[src/rtl/seg_xlate_pkg.sv]
package seg_xlate_pkg;
  localparam int SEG_BASE_W = 16;
  localparam int SEG_LIM_W  = 16;
  localparam int SEG_OFF_W  = 16;
  localparam int SEG_ADDR_W = ((SEG_BASE_W > SEG_OFF_W) ? SEG_BASE_W : SEG_OFF_W) + 1;

  typedef struct packed {
    logic [SEG_BASE_W-1:0] base;
    logic [SEG_LIM_W-1:0]  limit;
  } seg_entry_t;
endpackage

[src/rtl/seg_table.sv]
module seg_table
  import seg_xlate_pkg::*;
#(
  parameter int NUM_SEG = 4,
  localparam int IDX_W  = (NUM_SEG > 1) ? $clog2(NUM_SEG) : 1
) (
  input  logic             clk_i,
  input  logic             rst_ni,
  input  logic             we_i,
  input  logic [IDX_W-1:0] wr_idx_i,
  input  seg_entry_t       wr_entry_i,
  input  logic [IDX_W-1:0] rd_idx_i,
  output seg_entry_t       rd_entry_o
);
  seg_entry_t entry_q [NUM_SEG];

  for (genvar g = 0; g < NUM_SEG; g++) begin : g_entry
    always_ff @(posedge clk_i or negedge rst_ni) begin
      if (!rst_ni)                                   entry_q[g] <= '0;
      else if (we_i && (wr_idx_i == IDX_W'(g)))      entry_q[g] <= wr_entry_i;
    end
  end

  // read sees pre-write contents in the write cycle
  assign rd_entry_o = entry_q[rd_idx_i];
endmodule

[src/rtl/seg_check.sv]
module seg_check
  import seg_xlate_pkg::*;
(
  input  seg_entry_t              entry_i,
  input  logic [SEG_OFF_W-1:0]    off_i,
  output logic                    fault_o,
  output logic [SEG_ADDR_W-1:0]   paddr_o
);
  always_comb begin
    fault_o = !(off_i < entry_i.limit);
    paddr_o = fault_o ? '0 : (SEG_ADDR_W'(entry_i.base) + SEG_ADDR_W'(off_i));
  end
endmodule

[src/rtl/seg_xlate.sv]
module seg_xlate
  import seg_xlate_pkg::*;
#(
  parameter int NUM_SEG = 4,
  localparam int IDX_W  = (NUM_SEG > 1) ? $clog2(NUM_SEG) : 1
) (
  input  logic                  clk_i,
  input  logic                  rst_ni,
  input  logic                  cfg_we_i,
  input  logic [IDX_W-1:0]      cfg_idx_i,
  input  logic [SEG_BASE_W-1:0] cfg_base_i,
  input  logic [SEG_LIM_W-1:0]  cfg_limit_i,
  input  logic                  req_valid_i,
  input  logic [IDX_W-1:0]      req_seg_i,
  input  logic [SEG_OFF_W-1:0]  req_off_i,
  output logic                  rsp_valid_o,
  output logic                  rsp_fault_o,
  output logic [SEG_ADDR_W-1:0] rsp_paddr_o
);
  seg_entry_t             wr_entry, rd_entry;
  logic                   chk_fault;
  logic [SEG_ADDR_W-1:0]  chk_paddr;

  assign wr_entry = '{base: cfg_base_i, limit: cfg_limit_i};

  seg_table #(.NUM_SEG(NUM_SEG)) u_table (
    .clk_i      (clk_i),
    .rst_ni     (rst_ni),
    .we_i       (cfg_we_i),
    .wr_idx_i   (cfg_idx_i),
    .wr_entry_i (wr_entry),
    .rd_idx_i   (req_seg_i),
    .rd_entry_o (rd_entry)
  );

  seg_check u_check (
    .entry_i (rd_entry),
    .off_i   (req_off_i),
    .fault_o (chk_fault),
    .paddr_o (chk_paddr)
  );

  always_ff @(posedge clk_i or negedge rst_ni) begin
    if (!rst_ni) begin
      rsp_valid_o <= 1'b0;
      rsp_fault_o <= 1'b0;
      rsp_paddr_o <= '0;
    end else begin
      rsp_valid_o <= req_valid_i;
      rsp_fault_o <= req_valid_i & chk_fault;
      rsp_paddr_o <= req_valid_i ? chk_paddr : '0;
    end
  end
endmodule

[config.mk]
export PLATFORM = sky130hd
export DESIGN_NAME = seg_xlate
export DESIGN_NICKNAME = d
export VERILOG_FILES = /design/src/rtl/seg_xlate_pkg.sv /design/src/rtl/seg_table.sv /design/src/rtl/seg_check.sv /design/src/rtl/seg_xlate.sv
export SDC_FILE = /design/constraint.sdc
export NUM_CORES = 1
export LEC_CHECK = 0
export BUFFER_PORTS_ARGS = -buffer_cell sky130_fd_sc_hd__buf_2
export CAP_MARGIN = 20
export CORE_MARGIN = 2
export CORE_UTILIZATION = 64
export DETAILED_ROUTE_END_ITERATION = 8
export HOLD_SLACK_MARGIN = 0.08
export PLACE_DENSITY = 0.9
export RECOVER_POWER = 25
export SKIP_CTS_REPAIR_TIMING = 1
export SYNTH_ARGS = -nofsm -noshare
export SYNTH_HDL_FRONTEND = slang
export SYNTH_SLANG_ARGS = --single-unit
[constraint.sdc]
create_clock -name clk_i -period 5.2 [get_ports clk_i]
set_clock_uncertainty 0.05 [all_clocks]
set_input_delay 0.26 -clock clk_i [delete_from_list [all_inputs] [get_ports clk_i]]
set_output_delay 0.26 -clock clk_i [all_outputs]
set_load 0.02 [all_outputs]
# [Yosys cells after proc, flatten, opt, wreduce, memory -nomap -nowiden]
# Cells that the tools add are included.
[totals] ff_bits=147 inputBits=56 output_inout_bits=19 wordCells=30
[op_classes] add_sub_neg=1 magnitude_cmp=2 eq_ne=3 mux=5 bitwise=2 n_reduce_logical=6
[op_table] op="binary-select mux 32 bit (select 2 bit)" n=1
[op_table] op="two-way mux 32 bit" n=2
[op_table] op="two-way mux 17 bit" n=2
[op_table] op="adder 16 x 16 -> 17 bit" n=1
[op_table] op="< comparator 16 bit" n=1
[op_table] op="equality test 2 bit (second input constant)" n=2
[op_table] op="logical AND 1 bit" n=4
[op_table] op=">= comparator 3 bit (second input constant)" n=1
[op_table] op="NOT 2 -> 3 bit" n=1
[op_table] op="equality test 2 x 1 -> 1 bit (second input constant)" n=1
[op_table] op="logical NOT 2 bit" n=1
[op_table] op="AND 1 bit" n=1
[op_table] op="logical NOT 1 bit" n=1

# [Longest topological paths before layout]
[depth] ltp_word=7 ltp_mapped=11 ltp_nobuf=8

# [Hierarchy]
# Synthesis repeated with hierarchy kept, for this count alone.
[hier_totals] cells_unflattened=524 area_unflattened_um2=7434.6
[by_module_without_submodules] mod="seg_table" n_inst=1 cells_each=311 area_per_inst_um2=5504.0 seq_area_each_um2=3203.1
[by_module_without_submodules] mod="seg_check" n_inst=1 cells_each=175 area_per_inst_um2=1313.8 seq_area_each_um2=0.0
[by_module_without_submodules] mod="seg_xlate" n_inst=1 cells_each=38 area_per_inst_um2=616.8 seq_area_each_um2=475.5

# [Least setup slack after synthesis]
# Ideal clock, no wire load.
[synth_path] path_type="in2reg" start="input req_seg_i[0]" end="register rsp_paddr_o[16]" setup_ns=0.131 t_arrival_ns=2.793 required_ns=5.019 path_slack_ns=2.225 cell_stages=10 n_path_buf=2 cell_sequence="buf_4 buf_2 mux4_2 ha_1 fa_1 a21o_1 a221oi_2 o211ai_1 a311oi_1 nor3_1"
[synth_between] elab_chain_cells=7 word_cells_on_any_way=8 cone_classes="1 x add/sub; 1 x order compare; 5 x mux; 1 x bitwise"
[synth_rtl] element="start: declaration" line="seg_xlate.sv:14" rtl="input logic [IDX_W-1:0] req_seg_i,"
[synth_rtl] element="NOT 2 -> 3 bit (not written as such) (*)" line="seg_table.sv:25" rtl="assign rd_entry_o = entry_q[rd_idx_i];"
[synth_rtl] element="binary-select mux 32 bit (select 2 bit) (*)" line="seg_table.sv:25"
[synth_rtl] element="two-way mux 32 bit (not written as such) (*) (2 in a row)" line="seg_table.sv:25"
[synth_rtl] element="adder 16 x 16 -> 17 bit / < comparator 16 bit (equally long branches)" line="seg_check.sv:11, seg_check.sv:10"
[synth_rtl] element="two-way mux 17 bit (*)" line="seg_check.sv:11" rtl="paddr_o = fault_o ? '0 : (SEG_ADDR_W'(entry_i.base) + SEG_ADDR_W'(off_i));"
[synth_rtl] element="two-way mux 17 bit (*)" line="seg_xlate.sv:51" rtl="rsp_paddr_o <= req_valid_i ? chk_paddr : '0;"
[synth_rtl] element="end signal: assignment" line="seg_xlate.sv:51"
[synth_rtl] element="end: declaration" line="seg_xlate.sv:18" rtl="output logic [SEG_ADDR_W-1:0] rsp_paddr_o"
# Mark *: on every way between the ends. The rest lies on a longest branch, timed or not. The select of a mux whose other input is x is not followed.
# A chain may end at the register's enable or synchronous reset.

# [Worst setup path in the final report]
# Ends and elaborated chain as after synthesis.

==> flow_summary.json <==
{
  "synth_flop_cell": "dfrtp_1",
  "finalCritPeriodShare": 0.619,
  "grt-ovfl-total": 0,
  "mostFrequentLayoutCell": "dfrtp_1",
  "sw_frac_of_total": 0.277,
  "crit_fanout": 20,
  "synthTopCellsByArea": "dfrtp_1 (51%), mux2_2 (20%), mux4_2 (9.9%)",
  "final_period_minus_worst_setup_slack_ps": 3220,
  "worstSetupStartpointType": "input port",
  "rsz0062_at_grt": "no",
  "grt_use_total": 0.284,
  "die_w_um": 110,
  "wirelength_mm": 16.7,
  "cp.arrival_ps": 3510,
  "r2r-start": "u_table.entry_q[16]",
  "synth-seq-area-share": 0.507,
  "drt_iter0_markers": 345,
  "htreeDepth": 4,
  "start_util": 0.663,
  "via_per_inst": 6.35,
  "wire_per_inst_um": 22.0,
  "clkPwrFrac": 0.370,
  "portBuffers": 74,
  "maxSlewViolCount": 99,
  "critPathRequiredTime_ps": 5490,
  "hp-class": "input port to register",
  "setup_viol": 0,
  "critPathLaunch": "req_seg_i[0]",
  "async_reset_ff_frac": 1.00,
  "violations": "capacitance limit, slew limit",
  "place_congestion": 0.869,
  "clock_latency_ps": 430,
  "hold_violations": 0,
  "worst-slew-pin-transition_ps": 2250,
  "seqPwrFrac": 0.385,
  "cts_tree": "done",
  "final_cell_area_sq_um": 8640,
  "num_antenna_cells": 0,
  "fmax_mhz": 310,
  "synth_warnings": 0,
  "cp-end-kind": "register",
  "nFillCells": 607,
  "synth_edf_count": 0,
  "fin_nets": 695,
  "drcViolationCount": 0,
  "cts_buffers": 17,
  "syn_area_sq_um": 7250,
  "num_vias": 4824,
  "core-area_sq_um": 10900,
  "reg2reg_to": "rsp_paddr_o[16]",
  "die_h_um": 110,
  "slew_headroom": -0.502,
  "ir_worst_vdd_mv": 0.311,
  "synth_top_area_cell": "dfrtp_1",
  "switching_power_mw": 1.06,
  "crit_end": "rsp_paddr_o[16]",
  "root_buffer": "clkbuf_16",
  "synth_top_area_frac": 0.507,
  "final_cell_mix": "dfrtp_1 (147), mux2_2 (129), buf_2 (70), mux4_2 (32), ha_1 (31)",
  "first_global_vias": 5138,
  "pin_count": 75,
  "clk_path_buf_depth": 2,
  "intPower_mw": 2.78,
  "ant_nets": 0,
  "leakage_nw": 3.92,
  "dp_hpwl_mm": 10.8,
  "grt_start_max_net_pins": 109,
  "area_growth_pct": 19.1,
  "outcome": "finished, violations left",
  "clkSinkCount": 147,
  "synthCells": 510,
  "grt_pass1_wl_mm": 26.8,
  "drtPass1Iterations": 7,
  "synth.net_count": 598,
  "crit_type": "input port to register",
  "num_rows": 38,
  "p_per_area_nw_per_um2": 445,
  "syn_area_per_cell_sq_um": 14.2,
  "reg2reg_depth": 8,
  "post_dp_cell_area_sq_um": 7750,
  "die_area_sq_um": 12200,
  "synth_seq_cells": 147,
  "p_comb_frac": 0.246,
  "maxCapViolations": 3,
  "setup_tns_ps": 0,
  "rrSetupSlack_ps": 2290,
  "ys_types": 48,
  "clk_pin_slew_ps": 60,
  "layout-drive-gt1-share": 0.440,
  "antenna_found_initial": 0
}
-- critical path, stage by stage --
cell	delay [ps]
buf_2	560
buf_4	330
mux4_2	510
inv_1	60
ha_1	230
a221oi_1	340
o21ai_0	200
a221oi_2	470
o211ai_4	280
nor3_1	260
-- registers in the layout, indices dropped and copies added, names as in the netlist --
register and flops:
rsp_fault_o 1, rsp_paddr_o 17, rsp_valid_o 1, u_table.entry_q 128
-- how the worst min path moves through the flow --
| stage | endpoint | from | depth (start not counted) |
|---|---|---|---|
| 2_1_floorplan | rsp_fault_o | rst_ni | 0 |
| 3_3_place_gp | u_table.entry_q[123] | rst_ni | 1 |
| 3_5_place_dp | u_table.entry_q[91] | rst_ni | 1 |
| 4_1_cts | u_table.entry_q[91] | rst_ni | 1 |
| 5_1_grt | u_table.entry_q[112] | cfg_base_i[0] | 2 |
| 6_report | u_table.entry_q[16] | cfg_base_i[0] | 2 |
-- area by class of cell --
type,count,area (sq um),area share
Clock inverter,13,254,0.0294
Sequential cell,147,3680,0.426
Tap cell,140,175,0.0203
Clock buffer,19,433,0.0501
Inverter,23,86.3,0.00999
Timing Repair Buffer,103,634,0.0734
Multi-Input combinational cell,315,3380,0.391
-- power by group through the flow --
stage                     Combinational, mW  Clock, mW  Sequential [mW]
after detailed placement              0.905          0             1.49
after CTS                             0.922       1.43             1.47
after global placement                0.867          0             1.47
after floorplan                       0.626          0             1.50
final                                 0.945       1.42             1.48
after global routing                   1.02       1.49             1.50
-- metal layers --
| metal | wire [um] | global-route usage | vias up |
|---|---|---|---|
| met3 | 1030 | 0.0840 | 46 |
| met4 | 482 | 0.127 | 0 |
| li1 | - | - | 2096 |
| met5 | 0 | 0 | - |
| met1 | 6890 | 0.361 | 2499 |
| met2 | 8320 | 0.455 | 183 |
-- synthesized netlist by cell type (all sizes together) (4+ instances only) --
cell and number:
a221oi 4, inv 23, nand2 8, a21oi 20, xnor2 5, nor3 5
mux4 32, buf 14, a21o 5, ha 31, nand3 7, dfrtp 147
o211ai 5, nor2 18, clkbuf 11, o21ai 4, mux2 130
-- logic make-up (layout without fill, tap and decap cells) --
kind of cell    count (synthesis)  count (layout)  share of synthesized area
flops                         147             147                      0.507
buf+inv                        48             158                     0.0274
fa+ha+maj                      32              32                     0.0562
mux                           165             165                      0.305
simple gates                   55              55                     0.0374
xor+xnor                        7               7                    0.00845
compound gates                 56              56                     0.0581
-- stage by stage --
stage	worst slack, ps	instances	hold WS, ps	total power [mW]	utilization
after floorplan	2230	510	-85.6	2.12	-
after global placement	1790	706	363	2.34	0.709
after detailed placement	1690	706	383	2.39	0.709
after CTS	2010	738	-61.2	3.83	0.772
after global routing	1800	760	79.8	4.01	0.790
final	1980	760	73.6	3.84	0.790
(Power assumes the default switching activity.)
